`config.mk`:
```
export PLATFORM = sky130hd
export DESIGN_NAME = extirq_unit
export DESIGN_NICKNAME = d
export VERILOG_FILES = /design/src/rtl/extirq_pkg.sv /design/src/rtl/extirq_sync.sv /design/src/rtl/extirq_line.sv /design/src/rtl/extirq_regs.sv /design/src/rtl/extirq_unit.sv
export SDC_FILE = /design/constraint.sdc
export NUM_CORES = 1
export LEC_CHECK = 0
export BUFFER_PORTS_ARGS = -buffer_cell sky130_fd_sc_hd__buf_2
export CAP_MARGIN = 20
export CORE_ASPECT_RATIO = 1.75
export CORE_MARGIN = 1.5
export CORE_UTILIZATION = 55
export CTS_BUF_LIST = sky130_fd_sc_hd__clkbuf_4 sky130_fd_sc_hd__clkbuf_8
export CTS_CLUSTER_DIAMETER = 50
export DETAILED_ROUTE_END_ITERATION = 6
export HOLD_SLACK_MARGIN = 0.15
export PLACE_DENSITY = 0.77
export SKIP_LAST_GASP = 1
export SLEW_MARGIN = 20
export SYNTH_ARGS = -nofsm -noshare
export SYNTH_HDL_FRONTEND = slang
export SYNTH_SLANG_ARGS = --single-unit
export TNS_END_PERCENT = 20
```
`constraint.sdc`:
```
create_clock -name clk -period 4.4 [get_ports clk]
set_clock_uncertainty 0.15 [all_clocks]
set_input_delay 1.1 -clock clk [delete_from_list [all_inputs] [get_ports clk]]
set_output_delay 1.1 -clock clk [all_outputs]
set_load 0.02 [all_outputs]
```
`src/rtl/extirq_pkg.sv`:
```
package extirq_pkg;
   localparam int unsigned OFS_SEL_LO = 32'h100;
   localparam int unsigned OFS_SEL_HI = 32'h104;
   localparam int unsigned OFS_RISE   = 32'h108;
   localparam int unsigned OFS_FALL   = 32'h10C;
   localparam int unsigned OFS_IEN    = 32'h110;
   localparam int unsigned OFS_FLAGS  = 32'h114;
   localparam int unsigned OFS_FSET   = 32'h118;
   localparam int unsigned OFS_FCLR   = 32'h11C;
   localparam int unsigned OFS_SENSE  = 32'h124;

   localparam int unsigned SENSE_IRQ_BIT = 0;
   localparam int unsigned SENSE_EVT_BIT = 1;
endpackage

```
`src/rtl/extirq_sync.sv`:
```
module extirq_sync #(
   parameter int unsigned WIDTH  = 96,
   parameter int unsigned STAGES = 2
) (
   input  logic             clk,
   input  logic             rst_n,
   input  logic [WIDTH-1:0] d_in,
   output logic [WIDTH-1:0] d_out
);
   generate
      if (STAGES < 1) begin : g_bad_stages
         $error("extirq_sync: STAGES must be at least 1");
      end
   endgenerate

   logic [STAGES-1:0][WIDTH-1:0] chain_q;

   always_ff @(posedge clk or negedge rst_n) begin
      if (!rst_n) begin
         chain_q <= '0;
      end else begin
         chain_q[0] <= d_in;
         for (int s = 1; s < STAGES; s++) begin
            chain_q[s] <= chain_q[s-1];
         end
      end
   end

   assign d_out = chain_q[STAGES-1];
endmodule

```
`src/rtl/extirq_line.sv`:
```
module extirq_line #(
   parameter int unsigned NUM_PORTS = 6,
   parameter int unsigned SEL_W     = 4
) (
   input  logic                 clk,
   input  logic                 rst_n,
   input  logic [SEL_W-1:0]     sel,
   input  logic [NUM_PORTS-1:0] pin_cand,
   input  logic                 sense_en,
   input  logic                 rise_en,
   input  logic                 fall_en,
   output logic                 hit,
   output logic                 level
);
   logic             cur;
   logic             prev_q;
   logic [SEL_W-1:0] sel_seen_q;
   logic             reload;
   logic             rise_seen;
   logic             fall_seen;

   // codes past the last port leave the line parked low
   always_comb begin
      cur = 1'b0;
      for (int p = 0; p < NUM_PORTS; p++) begin
         if (sel == SEL_W'(p)) cur = pin_cand[p];
      end
   end

   always_ff @(posedge clk or negedge rst_n) begin
      if (!rst_n) begin
         prev_q     <= 1'b0;
         sel_seen_q <= '0;
      end else begin
         prev_q     <= cur;
         sel_seen_q <= sel;
      end
   end

   // a source change blanks the compare for one cycle while history reloads
   assign reload    = (sel != sel_seen_q);
   assign rise_seen = cur & ~prev_q;
   assign fall_seen = ~cur & prev_q;
   assign hit       = sense_en & ~reload & ((rise_seen & rise_en) | (fall_seen & fall_en));
   assign level     = cur;
endmodule

```
`src/rtl/extirq_regs.sv`:
```
module extirq_regs
   import extirq_pkg::*;
#(
   parameter int unsigned NUM_LINES = 16,
   parameter int unsigned SEL_W     = 4,
   parameter int unsigned ADDR_W    = 12,
   parameter int unsigned DATA_W    = 32
) (
   input  logic                                clk,
   input  logic                                rst_n,
   input  logic                                bus_we,
   input  logic [ADDR_W-1:0]                   bus_addr,
   input  logic [DATA_W-1:0]                   bus_wdata,
   output logic [DATA_W-1:0]                   bus_rdata,
   input  logic [NUM_LINES-1:0]                line_hit,
   output logic [NUM_LINES-1:0][SEL_W-1:0]     sel_q,
   output logic [NUM_LINES-1:0]                rise_q,
   output logic [NUM_LINES-1:0]                fall_q,
   output logic [NUM_LINES-1:0]                ien_q,
   output logic [NUM_LINES-1:0]                flags_q,
   output logic [1:0]                          sense_q
);
   localparam int unsigned LPW = DATA_W / SEL_W;

   generate
      if (NUM_LINES > 2 * LPW) begin : g_bad_lines
         $error("extirq_regs: two select words cannot hold NUM_LINES fields");
      end
      if (NUM_LINES > DATA_W) begin : g_bad_width
         $error("extirq_regs: NUM_LINES exceeds the data width");
      end
   endgenerate

   logic hit_lo, hit_hi, hit_rise, hit_fall, hit_ien, hit_set, hit_clr, hit_sense, hit_flags;

   assign hit_lo    = (bus_addr == ADDR_W'(OFS_SEL_LO));
   assign hit_hi    = (bus_addr == ADDR_W'(OFS_SEL_HI));
   assign hit_rise  = (bus_addr == ADDR_W'(OFS_RISE));
   assign hit_fall  = (bus_addr == ADDR_W'(OFS_FALL));
   assign hit_ien   = (bus_addr == ADDR_W'(OFS_IEN));
   assign hit_flags = (bus_addr == ADDR_W'(OFS_FLAGS));
   assign hit_set   = (bus_addr == ADDR_W'(OFS_FSET));
   assign hit_clr   = (bus_addr == ADDR_W'(OFS_FCLR));
   assign hit_sense = (bus_addr == ADDR_W'(OFS_SENSE));

   logic [NUM_LINES-1:0] set_mask;
   logic [NUM_LINES-1:0] clr_mask;

   assign set_mask = (bus_we && hit_set) ? bus_wdata[NUM_LINES-1:0] : '0;
   assign clr_mask = (bus_we && hit_clr) ? bus_wdata[NUM_LINES-1:0] : '0;

   always_ff @(posedge clk or negedge rst_n) begin
      if (!rst_n) begin
         sel_q   <= '0;
         rise_q  <= '0;
         fall_q  <= '0;
         ien_q   <= '0;
         sense_q <= '0;
      end else if (bus_we) begin
         for (int l = 0; l < NUM_LINES; l++) begin
            if ((l < LPW) ? hit_lo : hit_hi) begin
               sel_q[l] <= bus_wdata[(l % LPW)*SEL_W +: SEL_W];
            end
         end
         if (hit_rise)  rise_q  <= bus_wdata[NUM_LINES-1:0];
         if (hit_fall)  fall_q  <= bus_wdata[NUM_LINES-1:0];
         if (hit_ien)   ien_q   <= bus_wdata[NUM_LINES-1:0];
         if (hit_sense) sense_q <= bus_wdata[1:0];
      end
   end

   // hardware edges are OR-ed in after the clear, so they win a collision
   always_ff @(posedge clk or negedge rst_n) begin
      if (!rst_n) begin
         flags_q <= '0;
      end else begin
         flags_q <= ((flags_q | set_mask) & ~clr_mask) | line_hit;
      end
   end

   logic [DATA_W-1:0] sel_lo_word;
   logic [DATA_W-1:0] sel_hi_word;

   always_comb begin
      sel_lo_word = '0;
      sel_hi_word = '0;
      for (int l = 0; l < NUM_LINES; l++) begin
         if (l < LPW) sel_lo_word[(l % LPW)*SEL_W +: SEL_W] = sel_q[l];
         else         sel_hi_word[(l % LPW)*SEL_W +: SEL_W] = sel_q[l];
      end
   end

   always_comb begin
      bus_rdata = '0;
      if (hit_lo)         bus_rdata = sel_lo_word;
      else if (hit_hi)    bus_rdata = sel_hi_word;
      else if (hit_rise)  bus_rdata[NUM_LINES-1:0] = rise_q;
      else if (hit_fall)  bus_rdata[NUM_LINES-1:0] = fall_q;
      else if (hit_ien)   bus_rdata[NUM_LINES-1:0] = ien_q;
      else if (hit_flags) bus_rdata[NUM_LINES-1:0] = flags_q;
      else if (hit_sense) bus_rdata[1:0] = sense_q;
   end
endmodule

```
`src/rtl/extirq_unit.sv`:
```
module extirq_unit
   import extirq_pkg::*;
#(
   parameter int unsigned NUM_LINES   = 16,
   parameter int unsigned NUM_PORTS   = 6,
   parameter int unsigned PORT_W      = 16,
   parameter int unsigned SEL_W       = 4,
   parameter int unsigned SYNC_STAGES = 2,
   parameter int unsigned ADDR_W      = 12,
   parameter int unsigned DATA_W      = 32
) (
   input  logic                        clk,
   input  logic                        rst_n,
   input  logic [NUM_PORTS*PORT_W-1:0] pins_in,
   input  logic                        bus_we,
   input  logic [ADDR_W-1:0]           bus_addr,
   input  logic [DATA_W-1:0]           bus_wdata,
   output logic [DATA_W-1:0]           bus_rdata,
   output logic                        irq,
   output logic [NUM_LINES-1:0]        evt_level
);
   localparam int unsigned PIN_BITS = NUM_PORTS * PORT_W;

   generate
      if (NUM_LINES > PORT_W) begin : g_bad_port_w
         $error("extirq_unit: each line needs a pin of the same number");
      end
      if (NUM_PORTS > (1 << SEL_W)) begin : g_bad_sel_w
         $error("extirq_unit: SEL_W too narrow for NUM_PORTS");
      end
   endgenerate

   logic [PIN_BITS-1:0]               pins_sync;
   logic [NUM_LINES-1:0][SEL_W-1:0]   sel_q;
   logic [NUM_LINES-1:0]              rise_q;
   logic [NUM_LINES-1:0]              fall_q;
   logic [NUM_LINES-1:0]              ien_q;
   logic [NUM_LINES-1:0]              flags_q;
   logic [1:0]                        sense_q;
   logic [NUM_LINES-1:0]              line_hit;
   logic [NUM_LINES-1:0]              line_level;

   extirq_sync #(
      .WIDTH  (PIN_BITS),
      .STAGES (SYNC_STAGES)
   ) i_sync (
      .clk   (clk),
      .rst_n (rst_n),
      .d_in  (pins_in),
      .d_out (pins_sync)
   );

   extirq_regs #(
      .NUM_LINES (NUM_LINES),
      .SEL_W     (SEL_W),
      .ADDR_W    (ADDR_W),
      .DATA_W    (DATA_W)
   ) i_regs (
      .clk       (clk),
      .rst_n     (rst_n),
      .bus_we    (bus_we),
      .bus_addr  (bus_addr),
      .bus_wdata (bus_wdata),
      .bus_rdata (bus_rdata),
      .line_hit  (line_hit),
      .sel_q     (sel_q),
      .rise_q    (rise_q),
      .fall_q    (fall_q),
      .ien_q     (ien_q),
      .flags_q   (flags_q),
      .sense_q   (sense_q)
   );

   for (genvar l = 0; l < NUM_LINES; l++) begin : g_line
      logic [NUM_PORTS-1:0] cand;
      for (genvar p = 0; p < NUM_PORTS; p++) begin : g_cand
         assign cand[p] = pins_sync[p*PORT_W + l];
      end

      extirq_line #(
         .NUM_PORTS (NUM_PORTS),
         .SEL_W     (SEL_W)
      ) i_line (
         .clk      (clk),
         .rst_n    (rst_n),
         .sel      (sel_q[l]),
         .pin_cand (cand),
         .sense_en (sense_q[SENSE_IRQ_BIT]),
         .rise_en  (rise_q[l]),
         .fall_en  (fall_q[l]),
         .hit      (line_hit[l]),
         .level    (line_level[l])
      );
   end

   assign irq       = |(flags_q & ien_q);
   assign evt_level = line_level & {NUM_LINES{sense_q[SENSE_EVT_BIT]}};
endmodule

```
Word level (Yosys, flattened, before mapping). Index checks and enable logic that the tools add are counted. W data, S select, Z words.

Div/mod/pow operators: 0. Bitwise logic cells: 166. $mul: 0. $lt $le $gt $ge: 0. Mux-type cells: 107. Shifts and indexed selects: 0. Add/sub/neg operators: 0. Reduce and logical (&&, ||, !) cells: 25. Equality and inequality tests: 105.

Operators by type and width (number): $eq A4 B2 Y1 const B (32); $eq A4 B3 Y1 const B (32); $mux W16 (7); $eq A12 B9 Y1 const B (9); $and A1 B1 Y1 (96); $mux W1 (96); $eq A4 B1 Y1 const B (16); $logic_not A4 Y1 (16); $ne A4 B4 Y1 (16); $and A16 B16 Y16 (3); $not A1 Y1 (48); $mux W32 (1); $or A16 B16 Y16 (2); $not A16 Y16 (1); $or A1 B1 Y1 (16); $reduce_or A16 Y1 (1); $mux W14 (1); $reduce_and A2 Y1 (6); $mux W2 (2); $logic_and A1 B1 Y1 (2).

Latch bits: 0. Logic and storage cells: 458. Register bits: 402. Input port bits: 143. ROM bits: 0. Output and inout bits: 49. Memories: 0. RAM bits: 0.

Depth between registers and ports, before layout.
Depth after elaboration: 13. Gate-level depth with buffers: 6.

Modules after synthesis. Synthesis repeated with hierarchy kept, for this count alone.

Cells, all modules: 1127. Area total of the unflattened synthesis: 16166.8 sq um.

Modules (own cells, without submodules): extirq_regs (cells an instance 493, sequential area each 3253.1 sq um, times used 1, area an instance 6291.0 sq um); extirq_sync (cells an instance 288, sequential area each 4804.6 sq um, times used 1, area an instance 5525.3 sq um); extirq_line (cells an instance 20, sequential area each 125.1 sq um, times used 16, area an instance 259.0 sq um); extirq_unit (cells an instance 26, sequential area each 0.0 sq um, times used 1, area an instance 206.4 sq um).

Least setup slack after synthesis. OpenSTA, ideal clock, no wires.

Path type: input-to-output. Start: in bus_addr[2]. End: out bus_rdata[14]. Arrival time: 2.977 ns. Buffers on the path: 2. Setup slack: 0.173 ns. Stages on the path: 4. Cell sequence: buf_2 -> buf_1 -> mux2i_1 -> a2111oi_0.

Cells in the longest elaborated chain, start to end: 7. Elaborated cells between the ends (all ways): 12. Classes of those cells: eq/ne: 6; mux: 6.

Ends and longest elaborated chain: start: declaration (RTL line extirq_unit.sv:16) `input logic [ADDR_W-1:0] bus_addr,`; $eq A12 B9 Y1 (RTL line extirq_regs.sv:41) `assign hit_flags = (bus_addr == ADDR_W'(OFS_FLAGS));`; $mux W14 (RTL line extirq_regs.sv:100) `else if (hit_flags) bus_rdata[NUM_LINES-1:0] = flags_q;`; $mux W16 (RTL line extirq_regs.sv:99) `else if (hit_ien) bus_rdata[NUM_LINES-1:0] = ien_q;`; $mux W16 (RTL line extirq_regs.sv:98) `else if (hit_fall) bus_rdata[NUM_LINES-1:0] = fall_q;`; $mux W16 (RTL line extirq_regs.sv:97) `else if (hit_rise) bus_rdata[NUM_LINES-1:0] = rise_q;`; $mux W16 (RTL line extirq_regs.sv:96) `else if (hit_hi) bus_rdata = sel_hi_word;`; $mux W32 (*) (RTL line extirq_regs.sv:95) `if (hit_lo) bus_rdata = sel_lo_word;`; end: declaration (RTL line extirq_unit.sv:18) `output logic [DATA_W-1:0] bus_rdata,`.

Every way passes the cells marked *; elsewhere a longest branch is shown, timed or not.

Worst setup path after layout.
Start: in bus_addr[7]. End: out bus_rdata[0].

Cells in the longest elaborated chain, start to end: 8. Elaborated cells between the ends (all ways): 14. Classes of those cells: eq/ne: 7; mux: 7.

Ends and longest elaborated chain: $eq A12 B9 Y1 (RTL line extirq_regs.sv:44) `assign hit_sense = (bus_addr == ADDR_W'(OFS_SENSE));`; $mux W2 (RTL line extirq_regs.sv:101) `else if (hit_sense) bus_rdata[1:0] = sense_q;`; $mux W2 (RTL line extirq_regs.sv:100); $mux W16 (RTL line extirq_regs.sv:99); $mux W16 (RTL line extirq_regs.sv:98); $mux W16 (RTL line extirq_regs.sv:97); $mux W16 (RTL line extirq_regs.sv:96); $mux W32 (*) (RTL line extirq_regs.sv:95).

Marks and branches as above.

==> results by group <==
Floorplan
  – Die ar.: 28,780 um2
  – Core area: roughly 27,000 um2
  – Io pins: between 150 and 200
  – Die width: ~130 um
  – Starting density of the core: 56.03%
  – Die height: 223.3 um
  – Row Count: 80

Worst setup path
  – Critical Path End Type: output pin
  – Type of origin of the critical path: input pin
  – Worst-path fanout max: 7
  – Crit path required time: between 3 and 4 ns
  – Crit. Startpoint: bus_addr[7]
  – CP arrival: ~2.9 ns
  – Critical-path cell list: buf_2 -> or4b_1 -> or4_1 -> o211a_1 -> o22a_1 -> buf_2
  – CP Class: in -> out
  – Slowest Stage Delay on Critical Path: just under 0.7 ns
  – FF-to-FF Start: i_regs.sel_q[12]
  – Worst-path cell with the longest stage delay: or4b_1
  – Most frequent CP cell: buf_2

Final layout
  – Synthesis-to-layout area growth: 18.27%
  – Diode count: 0
  – Final #Nets: ~1.4k
  – Layout cells sized above 1: between 30 and 40%
  – Layout Cells excl Fill: around 1.7k
  – Final Cell Area: roughly 18,000 um2
  – Filler cells: 2,049

Power and ir drop
  – Logic pwr share: 4.1%
  – Reg power frac: about 55%
  – LEAKAGE: 8.917 nW
  – Clock network power share: about 41%
  – Internal power: 0.005477 W
  – Switching share of power: about 22%
  – Net Sw Power: around 0.0015 W
  – Power per cell area: roughly 390 nW/um2
  – Worst VDD drop: around 0.35 mV

Clock network
  – Hold Buf Count CTS: 0
  – TritonCTS clock tree: yes
  – CTS Buf Count: between 50 and 60
  – H-Tree Depth: 2
  – CTS Sinks: 402
  – # Post-CTS Setup Buffers: 0
  – PostCTS Resize Cnt: 0
  – Latest clock arrival within the worst-skew pair: 0.61 ns
  – Root buf cell: clkbuf_8
  – CTS Buffer Depth: 3
  – Clock transition at path regs: about 0.06 ns

Min path
  – Min-Delay Startpoint: i_sync.chain_q[89]
  – HP Class: reg -> reg

Yosys
  – Synth Warn #: 0
  – Post-synthesis cell type count: between 50 and 60
  – Mapped Cells: roughly 1.0k
  – Most common flop cell mapped by yosys: dfrtp_1
  – Mapped Avg Cell Area: between 10 and 15 um2
  – Post-synth ARST share: 100.0%
  – #FFs+latches synth: approximately 400
  – Post-Syn Area: about 15,000 um2
  – EDFF count, synth: 0
  – Sequential fraction of the synthesis area: around two thirds
  – Syn_nets: between 1k and 1.5k

Drt
  – Drt wl/cell: approximately 20 um
  – Post-route ant nets: 0
  – DR pass1 iterations: 4
  – Routed via count: 9,207
  – WL final: about 35 mm
  – DR iter-0 viols: between 400 and 500
  – Via density: between 5 and 6
  – DRC Markers: 0

GRT
  – Initial antenna violation count: 1
  – Vias in the first global route: around 10k
  – First-pass GRT wire length: around 55 mm
  – Pin count of the biggest net entering global routing: a little under 100
  – GRT Resource Usage Total: roughly a quarter
  – Grt ovf: 0

Timing
  – Crit share post-route: a little over nine tenths
  – RSZ-0062 raised after global routing: no
  – Slew HR: about 34%
  – Total negative slack: 0 ns
  – Setup-failing EPs final: 0
  – Fin. Hold Viols: 0
  – Final Max Tran Viols: 0
  – Fin crit period: around 4.2 ns
  – Final WS setup: roughly 0.23 ns
  – Worst-margin pin slew: 0.9894 ns
  – Fmax: 239.5 MHz

Placement
  – Routability cong.: ~0.9
  – Port Buffers: roughly 190
  – Setup Slack @ Placement: approximately 0.22 ns
  – DP HPWL: 23.92 mm
  – Placed insts: about 1.6k
  – Placed Area: 16,900 um2

Run
  – Maxcap violations: 0

Status
  – Outcome: completed
-- cells in the final DEF, fill, tap and decap left out, drive strengths merged, types with 6 or more instances in the layout --
cell and instances:
mux2 146, clkinv 9, xor2 49, nor4 8, nor3b 18, nor3 20
nand3b 6, o22ai 10, clkbuf 85, nand2 21, a22o 20, and3 12
a2bb2oi 12, a22oi 17, o21ai 7, nand3 20, buf 227, a21oi 27
mux2i 48, dfrtp 402, nor2 33, mux4 16, xnor2 15, inv 26
nand2b 16, nor2b 17
-- sequential cells by signal, summed over array words and instances (netlist names) --
| name | cells |
|---|---|
| i_sync.chain_q | 96 |
| g_line.i_line.sel_seen_q | 64 |
| i_regs.flags_q | 16 |
| i_sync.d_out | 96 |
| i_regs.ien_q | 16 |
| i_regs.sense_q | 2 |
| g_line.i_line.prev_q | 16 |
| i_regs.fall_q | 16 |
| i_regs.rise_q | 16 |
| i_regs.sel_q | 64 |
-- path summary, 6_finish.rpt --
kind | endpoint | slack, ns | depth (start not counted)
max | bus_rdata[0] | 0.23 | 6
min | i_sync.d_out[89] | 0.19 | 0
max reg2reg | i_regs.flags_q[3] | 2.16 | 4
min reg2reg | i_sync.d_out[89] | 0.19 | 0
max in group asynchronous | i_regs.rise_q[4] | 2.84 | 2
min in group asynchronous | i_sync.chain_q[31] | 0.36 | 1
-- area by class of cell --
type / instances / area [um2] / area share, %
clock buffer: 85 / 1082 / 5.999
sequential: 402 / 10060 / 55.76
inverter: 25 / 93.84 / 0.5201
multi-input combinational: 570 / 4943 / 27.40
tap: 369 / 461.7 / 2.559
clock inverter: 10 / 65.06 / 0.3606
timing repair buffer: 227 / 1336 / 7.406
-- cells in the mapped netlist, drive strengths merged, types with 2 or more instances --
master	n	area, um2
nand3	20	100.1
buf	21	126.4
o22ai	10	62.56
a22oi	17	127.6
nor2b	17	106.4
nor3b	18	135.1
mux2	146	1644
or4b	4	40.04
nor4b	2	30.03
nor4	8	71.32
mux4	16	360.4
dfrtp	402	10060
nand2	21	78.83
xnor2	15	131.4
nor3	20	110.1
and3	12	75.07
a221oi	4	35.03
or4	3	22.52
a22o	20	175.2
xor2	49	429.2
o21ai	7	35.03
clkbuf	13	48.80
nand4bb	2	22.52
a21oi	27	135.1
nor2	33	126.4
mux2i	48	480.5
a2111oi	3	26.28
a2bb2oi	12	105.1
nand2b	16	100.1
inv	25	93.84
nand3b	6	45.04
-- worst max-delay path, delay by kind of cell --
family | cells | cell delay [ns]
and+or+nand+nor | 2 | 1.24
buffers and inverters | 2 | 0.27
AOI/OAI and AO/OA | 2 | 0.31
-- logic make-up after synthesis --
kind of cell | count (synthesis) | share of synthesized area (%)
AO/OA/AOI/OAI | 106 | 4.946
XOR/XNOR | 64 | 3.675
buffers and inverters | 59 | 1.763
flip-flops | 402 | 65.94
multiplexers | 210 | 16.29
AND/OR/NAND/NOR | 190 | 7.382
-- stage by stage --
stage                     utilization, %  total power [W]  hold WS [ns]
after global routing               66.27         0.007301        0.2005
after global placement             62.05         0.004185        0.1825
after floorplan                        -         0.003983        0.1812
after CTS                          66.27         0.007109        0.1863
after detailed placement           62.05         0.004195        0.1847
final                              66.27         0.007023        0.1900
-- power by group through the flow --
stage                     registers [W]  logic (W)  clock network [W]
final                           0.00384   0.000285            0.00290
after global routing            0.00384   0.000317            0.00314
after CTS                       0.00384   0.000291            0.00298
after detailed placement        0.00391   0.000290                  0
after global placement          0.00390   0.000285                  0
after floorplan                 0.00389  0.0000925                  0
-- layer usage --
layer | up-vias | part of all wire [%] | track usage, %
met4 | 2 | 4.3 | 11.85
met2 | 243 | 55 | 45.45
li1 | 4170 | - | -
met1 | 4707 | 37 | 29.19
met3 | 85 | 4.1 | 4.388
met5 | - | 0.029 | 0
No activity file was read; power rests on OpenSTA's default activity.
